[src/rtl/irq_ack_cpuif.sv]
module irq_ack_cpuif #(
  parameter int ID_W   = 14,
  parameter int PRIO_W = 8,
  parameter int DEPTH  = 4
) (
  input  logic              clk,
  input  logic              rst_n,
  input  logic              cand_valid,
  input  logic [ID_W-1:0]   cand_id,
  input  logic [PRIO_W-1:0] cand_prio,
  input  logic              reg_rd,
  input  logic              reg_wr,
  input  logic [2:0]        reg_addr,
  input  logic [31:0]       reg_wdata,
  output logic [31:0]       reg_rdata,
  output logic              irq,
  output logic              act_valid,
  output logic [ID_W-1:0]   act_id,
  output logic              deact_valid,
  output logic [ID_W-1:0]   deact_id
);
  localparam int CW = $clog2(DEPTH + 1);
  localparam int IW = (DEPTH > 1) ? $clog2(DEPTH) : 1;
  localparam logic [ID_W-1:0] SPUR_ID = ID_W'(1023);
  localparam logic [ID_W-1:0] RSV_LO  = ID_W'(1020);
  localparam logic [ID_W-1:0] RSV_HI  = ID_W'(8192);
  localparam logic [2:0] A_CTL = 3'd0, A_GRP = 3'd1, A_PMR = 3'd2, A_ACK = 3'd3,
                         A_EOI = 3'd4, A_RUN = 3'd5, A_DIR = 3'd6;

  logic              eoi_mode, grp_en;
  logic [PRIO_W-1:0] pmr;
  logic [CW-1:0]     cnt;
  logic [ID_W-1:0]   s_id [DEPTH];
  logic [PRIO_W-1:0] s_pr [DEPTH];

  logic [IW-1:0]     top_idx;
  logic [ID_W-1:0]   top_id;
  logic [PRIO_W-1:0] run_prio;
  logic              id_ok, qual, rd_ack, push, eoi_hit, pop;

  assign top_idx  = IW'(cnt - CW'(1));
  assign top_id   = (cnt == '0) ? '0 : s_id[top_idx];
  assign run_prio = (cnt == '0) ? '1 : s_pr[top_idx];

  assign id_ok = (cand_id < RSV_LO) || (cand_id >= RSV_HI);
  assign qual  = cand_valid && grp_en && id_ok && (cand_prio < pmr)
              && (cand_prio < run_prio) && (cnt != CW'(DEPTH));
  assign irq   = qual;

  assign rd_ack  = reg_rd && (reg_addr == A_ACK);
  assign push    = rd_ack && qual;
  assign eoi_hit = reg_wr && (reg_addr == A_EOI) && (cnt != '0)
                && (reg_wdata == 32'(top_id));
  assign pop     = eoi_hit;

  assign act_valid   = push;
  assign act_id      = cand_id;
  assign deact_valid = (eoi_hit && !eoi_mode) || (reg_wr && reg_addr == A_DIR && eoi_mode);
  assign deact_id    = reg_wdata[ID_W-1:0];

  always_ff @(posedge clk) begin
    if (!rst_n) begin
      eoi_mode <= 1'b0;
      grp_en   <= 1'b0;
      pmr      <= '0;
    end else if (reg_wr) begin
      case (reg_addr)
        A_CTL:   eoi_mode <= reg_wdata[1];
        A_GRP:   grp_en   <= reg_wdata[0];
        A_PMR:   pmr      <= reg_wdata[PRIO_W-1:0];
        default: ;
      endcase
    end
  end

  always_ff @(posedge clk) begin
    if (!rst_n)    cnt <= '0;
    else if (push) cnt <= cnt + CW'(1);
    else if (pop)  cnt <= cnt - CW'(1);
  end

  for (genvar g = 0; g < DEPTH; g++) begin : g_stk
    always_ff @(posedge clk) begin
      if (!rst_n) begin
        s_id[g] <= '0;
        s_pr[g] <= '0;
      end else if (push && cnt == CW'(g)) begin
        s_id[g] <= cand_id;
        s_pr[g] <= cand_prio;
      end
    end
  end

  always_comb begin
    reg_rdata = '0;
    case (reg_addr)
      A_CTL:   reg_rdata[1] = eoi_mode;
      A_GRP:   reg_rdata[0] = grp_en;
      A_PMR:   reg_rdata[PRIO_W-1:0] = pmr;
      A_ACK:   reg_rdata[ID_W-1:0] = qual ? cand_id : SPUR_ID;
      A_RUN:   reg_rdata[PRIO_W-1:0] = run_prio;
      default: ;
    endcase
  end
endmodule

[config.mk]
export PLATFORM = sky130hd
export DESIGN_NAME = irq_ack_cpuif
export DESIGN_NICKNAME = d
export VERILOG_FILES = /design/src/rtl/irq_ack_cpuif.sv
export SDC_FILE = /design/constraint.sdc
export NUM_CORES = 1
export LEC_CHECK = 0
export BUFFER_PORTS_ARGS = -buffer_cell sky130_fd_sc_hd__buf_2
export CORE_MARGIN = 3
export CORE_UTILIZATION = 35
export CTS_CLUSTER_DIAMETER = 30
export DETAILED_ROUTE_END_ITERATION = 16
export GPL_TIMING_DRIVEN = 1
export PLACE_DENSITY = 0.61
export SLEW_MARGIN = 0
export SYNTH_ARGS = -nofsm -noshare
export SYNTH_HDL_FRONTEND = slang
export SYNTH_SLANG_ARGS = --single-unit
[constraint.sdc]
create_clock -name clk -period 5.9 [get_ports clk]
set_input_delay 0.885 -clock clk [delete_from_list [all_inputs] [get_ports clk]]
set_output_delay 0.885 -clock clk [all_outputs]
set_load 0.05 [all_outputs]
# == Word-level counts from Yosys, hierarchy flattened ==
# Memories as Yosys holds them, arrays and structs flattened.
# Index checks and enable logic that the tools add are counted.
# word_totals
regBits,13
latchBits,0
mem_bits_rw,88
romBits,0
inputBits,62
out_inout_bits,63
wordCells,88
memories,2
# classes
addsub,2
n_mul,0
div,0
magnitude_cmp,4
n_eq_ne,11
n_shift,0
n_mux,30
bitwise_logic,8
reduce_logical,27
# mem_list
name,words,width,rd,rd_ports_with_merged_regs,write_ports,line,text
s_id,4,14,1,0,4,33,logic [ID_W-1:0] s_id [DEPTH];
s_pr,4,8,1,0,4,34,logic [PRIO_W-1:0] s_pr [DEPTH];
# ops
operator,n
$mux W14,6
$mux W8,5
$eq A32 B14 Y1,1
$pmux W6 S3,1
$logic_and A1 B1 Y1,17
$lt A8 B8 Y1,2
$ge A14 B14 Y1 const B,1
$lt A14 B10 Y1 const B,1
$mux W1,13
$eq A3 B2 Y1 const B,4
$eq A3 B3 Y1 const B,3
$or A1 B1 Y1,8
$pmux W1 S4,2
$eq A3 B1 Y1 const B,2
$logic_not A3 Y1,2
$mux W3,2
$mux W6,1
$reduce_and A2 Y1,3
$add A3 B1 Y3 const B,1
$ne A3 B3 Y1 const B,1
$reduce_bool A3 Y1,1
$sub A3 B1 Y3 const B,1
$logic_or A1 B1 Y1,2
$reduce_bool A2 Y1,1
$logic_not A1 Y1,1

# == Depth between registers and ports, before layout ==
# Gate-level depths: netlist (run 1).
# logic_depth
ltp_word,12
mapped_depth,18
mapped_depth_nobuf,12

# == Least setup slack after synthesis (run 1) ==
# No wires, ideal clock.
# synth_timing
path_type,flip-flop to flip-flop
startpoint,reg cnt[0]
endpoint,mem s_id[1][0] (enable)
setup_ns,0.432
arrival_ns,5.154
t_required_ns,5.468
slack_ns,0.314
stages_incl_launch_ff,16
n_path_buf,5
period_less_slack_ns,5.586
path_cell_list,dfxtp_1 -> buf_6 -> buf_6 -> inv_1 -> ha_1 -> clkbuf_1 -> buf_4 -> clkbuf_1 -> mux4_2 -> nor2_1 -> ha_1 -> a2111oi_0 -> a221o_1 -> o2111a_1 -> o2111ai_1 -> o21ai_0
# synth_lines
item,line,text
from (decl),32,logic [CW-1:0] cnt;
from (signal assigned),78,else if (push) cnt <= cnt + CW'(1);
from (signal assigned),79,else if (pop) cnt <= cnt - CW'(1);
to (decl),33,

# == Worst setup path in the final report (run 1) ==
# layout_timing
startpoint,reg cnt[1]
endpoint,out reg_rdata[1]
# layout_via
elab_chain_cells,8
word_cells_on_any_way,10
cone_classes,1 x add/sub; 1 x order compare; 1 x eq/ne; 3 x mux; 3 x reduce/logical; 1 x memory
# layout_lines
item,line,text
$sub A3 B1 Y3,n/a,
$mem_v2 Z4 W8,n/a,
$mux W8,43,assign run_prio = (cnt == '0) ? '1 : s_pr[top_idx];
$lt A8 B8 Y1,47,&& (cand_prio < run_prio) && (cnt != CW'(DEPTH));
$logic_and A1 B1 Y1 (2 in a row),47,
$mux W14,100,A_ACK: reg_rdata[ID_W-1:0] = qual ? cand_id : SPUR_ID;
$pmux W1 S4 *,96,case (reg_addr)
to (decl),15,"output logic [31:0] reg_rdata,"
# Every way passes the cells marked *; elsewhere a longest branch is shown, timed or not.

==> results.yml, run 1 <==
placed_design:
  place_area_sq_um: 6389
  gp_congestion: 0.9991
  post-place-ws_ps: 1106
  dp_hpwl_mm: 11.96
  io_buffers: 106
timing:
  slew_headroom: 0.08306
  tightest_slew_ps: 1363
  holdWs_ps: 541.0
  fin_crit_ps: 5183
  fin_setup_tns_ps: 0
  rsz0062_at_grt: "false"
  period_share: 0.8784
  fin_ws_ps: 717.4
  fmax_mhz: 193.0
  fin_skew_ps: 6.771
  hold_violations: 0
  maxSlewViolCount: 0
  finalSetupViolCount: 0
cts:
  holdBufCountCts: 0
  cts-htree-levels: 3
  clockBufferDepth: 2
  worstSkewPairLatency_ps: 360
  clk_transition_reported_paths_ps: 70
  cts_root_buffer: "clkbuf_16"
  clock_sinks: 101
  cts-resized-gates: 0
  cts_tree: "built"
  numCtsBuffers: 9
  cts_setup_buffers: 0
worst_hold_path:
  min-delay-start: "eoi_mode"
  hp-class: "flip-flop to flip-flop"
  whs_path_depth: 2
synth:
  synth_area_per_cell_sq_um: 11.28
  ys_ff_latch: 101
  async_reset_ff_frac: 0
  yosys_warnings: 0
  synth_cell_types: 61
  synth-edff-count: 88
  synth-main-ff-cell: "edfxtp_1"
  syn_area_sq_um: 5936
  synthCells: 526
  yosysSeqAreaShare: 0.4890
floorplan:
  core_sq_um: 16230
  fp.dieArea_sq_um: 18560
  die_h_um: 136.2
  die_w_um: 136.2
  io_pins: 125
  rows: 46
  initial_core_util: 0.3657
global_routing:
  overflow: 0
  grt.busiest_layer: "met2"
  grt_max_degree: 25
  grtUsageMet3: 0.02961
  globalRouteTotalUtil: 0.1772
  globalRouteMet1Util: 0.2364
  grt_util_met2: 0.2854
  grt_pass1_vias: 4292
  grt_pass1_wl_mm: 24.34
  antenna_found_initial: 1
worst_setup_path:
  required_ps: 5020
  startpoint: "cnt[1]"
  worstPathArrival_ps: 4300
  rr_startpoint: "cnt[1]"
  crit_type: "flip-flop to output pin"
  start_kind: "flip-flop"
  worstRegToRegCells: 12
  critPathMaxFanout: 14
  cp-end-kind: "output pin"
run:
  cap_violations: 0
detailed_routing:
  ant_nets: 0
  drc: 0
  wirelength_mm: 16.33
  firstDrtPassIters: 4
  drtIter0Drc: 341
  viasPerCell: 5.271
  wl_per_cell_um: 19.94
  vias: 4317
power_and_ir_drop:
  seqPwrFrac: 0.510
  clkPwrFrac: 0.353
  p_int_uw: 1135
  switching_share: 0.2782
  power.leakage_uw: 0.002571
  power_density_nw_per_um2: 236.0
  p_sw_uw: 437.4
  ir_drop_mv: 0.1446
  p_comb_frac: 0.137
finish:
  areaGrowthSynthToFinish_pct: 12.25
  finish.utilization: 0.4105
  fin_area_sq_um: 6663
  diodes: 0
  final_layout_size_suffix_gt1_frac: 0.2620
  fin_nets: 680
outcome:
  status: "complete, no violations"
-- routing by layer --
metal,routed length [um],vias to the layer above
met3,1210,30
met1,6967,2075
met2,7696,208
met5,9,-
li1,-,2002
met4,444,2
-- synth_stat cells, drive strengths merged, types with 2 or more instances --
cell type,number,share of area
a2111oi,2,0.0030
and3,4,0.0051
mux4,22,0.086
o21a,3,0.0038
o221ai,2,0.0030
a21oi,6,0.0057
o2111a,2,0.0038
xnor2,4,0.0059
and2,48,0.051
a211oi,4,0.0059
nand3b,2,0.0025
clkbuf,13,0.0082
nand4,7,0.0074
nor3b,8,0.010
buf,55,0.071
o2111ai,4,0.0070
a21o,3,0.0038
dfxtp,13,0.044
nand3,7,0.0059
edfxtp,88,0.45
nor3,5,0.0042
nor4b,2,0.0040
nor4,11,0.012
and3b,2,0.0030
mux2i,10,0.017
nand2b,6,0.0063
or2,4,0.0042
o21ai,17,0.015
inv,22,0.014
nand2,25,0.016
a22o,3,0.0044
o22ai,10,0.011
nor2b,4,0.0042
nor2,75,0.047
ha,20,0.042
-- final timing paths --
kind / slack (ps) / end
setup / recovery: 720 / reg_rdata[1]
hold / removal: 540 / eoi_mode
setup reg to reg: 1120 / s_id[3][6]
hold reg to reg: 540 / eoi_mode
-- area by class of cell --
class,instances,area (sq um)
Inverter,22,82.58
Timing Repair Buffer,112,575.6
Sequential cell,101,2903
Tap cell,216,270.3
Multi-Input combinational cell,352,2564
Clock buffer,10,229.0
Fill cell,1556,9568
Clock inverter,6,38.79
-- layout by cell type, fill, tap and decap left out, types with 5 or more instances in the layout --
master     instances
nand2_1           25
clkbuf_16          9
o21ai_0           12
mux2i_1           10
conb_1            18
edfxtp_1          88
dfxtp_1           13
nor3_1             5
inv_1             22
nand3_1            7
buf_2            106
nand4_1            7
nor4_1            10
nor2_1            75
and2_1            48
mux4_2            18
a21oi_1            5
ha_1              20
nor3b_1            8
buf_4              6
o22ai_1           10
nand2b_1           6
-- sequential cells by signal, indices dropped and copies added (netlist names) --
| register | flops |
|---|---|
| s_id | 56 |
| s_pr | 32 |
| pmr | 8 |
| cnt | 3 |
| eoi_mode | 1 |
| grp_en | 1 |
-- metrics by stage --
step           std cells  total power [uW]
2_1_floorplan        543             977.8
3_3_place_gp         803              1029
3_5_place_dp         803              1033
4_1_cts              819              1581
5_1_grt              819              1621
6_report             819              1572
-- logic make-up after synthesis --
group	count (synthesis)	synth area share
flops	101	0.4890
mux	33	0.1048
xor+xnor	5	0.007377
buf+inv	90	0.09275
compound gates	62	0.07504
other cells	1	0.0006318
simple gates	214	0.1882
fa+ha+maj	20	0.04216
-- worst max-delay path: stages, from the launching register on --
cell,delay [ps]
dfxtp_1,400
inv_1,110
ha_1,720
mux4_2,410
nor2_1,150
ha_1,260
a2111oi_0,430
a221o_1,260
o2111a_1,230
o21ai_2,180
o21ai_0,400
o211ai_1,150
buf_2,240
-- power groups by stage --
stage                     clock network [uW]  registers, uW  logic (uW)
final                                    555            802         215
after global routing                     588            804         229
after CTS                                563            802         216
after detailed placement                   0            818         215
after global placement                     0            817         212
after floorplan                            0            815         163
Power figures use the tool's default switching activity.
==> run 2: changes to the inputs <==
- CTS_BUF_LIST: not set -> sky130_fd_sc_hd__clkbuf_4 sky130_fd_sc_hd__clkbuf_8 sky130_fd_sc_hd__clkbuf_16
==> run 2 against run 1 <==
  * Clock power increased by 0.9%
  * Maximum frequency increased by 0.17%
  * Die area unchanged
  * Sequential power about the same
  * Sequential share of layout area about the same
  * Power increased by 0.28%
  * Combinational power about the same
  * Clock skew about the same
  * Register-to-register slack got worse by 20 ps
  * Design area about the same
  * Via count about the same
  * Critical endpoint unchanged
==> results.yml, run 2 (same netlist as run 1, synthesis figures left out) <==
global_routing:
  globalRouteTotalUtil: 0.1772
  overflow: 0
  grt_pass1_wl_mm: 24.34
  antenna_found_initial: 1
  grt_max_degree: 25
  grt_pass1_vias: 4292
finish:
  reg_top3: "s_id (56), s_pr (32), pmr (8)"
  areaGrowthSynthToFinish_pct: 12.31
  fin_nets: 680
  largest_reg_flops: 56
  diodes: 0
  mostFrequentLayoutCells: "106 x buf_2, 88 x edfxtp_1, 75 x nor2_1"
  regMostFlops: "s_id"
  final_common_cell: "buf_2"
  final_layout_size_suffix_gt1_frac: 0.2637
  final_cells: 819
worst_setup_path:
  startpoint: "cnt[1]"
  start_kind: "flip-flop"
  rr_startpoint: "cnt[1]"
  crit_chain: "inv_1 > ha_1 > mux4_2 > nor2_1 > ha_1 > a2111oi_0 > a221o_1 > o2111a_1 > o21ai_2 > o21ai_0 > o211ai_1 > buf_2"
  regToRegEndpoint: "s_id[3][6]"
  crit_path_max_incr_delay_ps: 720
  worstRegToRegCells: 12
  cp-end-kind: "output pin"
  slowest_stage: "ha_1"
  r2r_slack_ps: 1100
  crit_path_end: "reg_rdata[1]"
  required_ps: 5020
  critPathMaxFanout: 14
  crit_type: "flip-flop to output pin"
  worstPathArrival_ps: 4290
  path_common_cell: "ha_1"
timing:
  fin_crit_ps: 5174
  tightest_slew_ps: 1373
  finalSetupViolCount: 0
  holdWs_ps: 541.0
  period_share: 0.8769
  slew_headroom: 0.07598
  fmax_mhz: 193.3
  rsz0062_at_grt: "false"
  maxSlewViolCount: 0
  fin_setup_tns_ps: 0
  hold_violations: 0
  fin_skew_ps: 6.771
run:
  cap_violations: 0
cts:
  worstSkewPairLatency_ps: 360
  cts_setup_buffers: 0
  numCtsBuffers: 9
  cts_tree: "built"
  cts-htree-levels: 3
  clockBufferDepth: 2
  clk_transition_reported_paths_ps: 70
  holdBufCountCts: 0
  cts_root_buffer: "clkbuf_16"
  cts-resized-gates: 0
  clock_sinks: 101
detailed_routing:
  firstDrtPassIters: 4
  drc: 0
  ant_nets: 0
  vias: 4314
  wl_per_cell_um: 19.93
  viasPerCell: 5.267
  wirelength_mm: 16.33
  drtIter0Drc: 341
placed_design:
  gp_congestion: 0.9991
  dp_cells: 803
  dp_hpwl_mm: 11.96
  io_buffers: 106
floorplan:
  die_w_um: 136.2
  rows: 46
  io_pins: 125
  die_h_um: 136.2
  core_sq_um: 16230
  fp.dieArea_sq_um: 18560
  initial_core_util: 0.3657
outcome:
  status: "complete, no violations"
power_and_ir_drop:
  ir_drop_mv: 0.1445
  power_uw: 1576
  power.leakage_uw: 0.002574
  power_density_nw_per_um2: 236.5
worst_hold_path:
  hp-class: "flip-flop to flip-flop"
run 2: cell type report:
type | count | area, sq um
multi-input combinational | 352 | 2564
clock inverter | 6 | 38.79
timing repair buffer | 112 | 575.6
clock buffer | 10 | 232.7
fill | 1555 | 9564
inverter | 22 | 82.58
tap | 216 | 270.3
sequential | 101 | 2903
run 2: how the worst min path moves through the flow:
| stage | start | end | slack [ps] | cells after the start |
|---|---|---|---|---|
| floorplan | pmr[2] | pmr[2] | 480 | 2 |
| finish | eoi_mode | eoi_mode | 540 | 2 |
| CTS | eoi_mode | eoi_mode | 540 | 2 |
| global placement | cnt[1] | cnt[1] | 510 | 2 |
| detailed placement | eoi_mode | eoi_mode | 530 | 2 |
| global route | grp_en | grp_en | 580 | 2 |
run 2: power by group:
group | switching [uW] | internal [uW] | leakage (uW)
sequential | 7.14 | 795 | 0.00101
combinational | 161 | 54.3 | 0.00143
clock | 269 | 290 | 0.000134
total | 437 | 1140 | 0.00257
run 2: routing by layer:
metal / part of all wire / wire length [um] / GRT usage / vias to the layer above
li1: - / - / - / 2004
met1: 0.43 / 7008 / 0.2364 / 2076
met2: 0.47 / 7690 / 0.2854 / 202
met3: 0.072 / 1173 / 0.02961 / 30
met4: 0.027 / 444 / 0.07615 / 2
met5: 0.00055 / 9 / 0 / -
run 2: stage by stage:
step	cell area, sq um	utilization	worst slack [ps]
after floorplan	6000	-	314.2
after global placement	6389	0.3936	1324
final	6666	0.4107	726.0
after global routing	6666	0.4107	452.0
after detailed placement	6389	0.3936	1106
after CTS	6660	0.4103	757.6
run 2: worst max-delay path: cells and delay by family (launching register included):
| family | cells | cell delay (ps) |
|---|---|---|
| compound gates | 6 | 1640 |
| simple gates | 1 | 150 |
| buf+inv | 2 | 350 |
| fa+ha+maj | 2 | 980 |
| flops | 1 | 400 |
| mux | 1 | 410 |
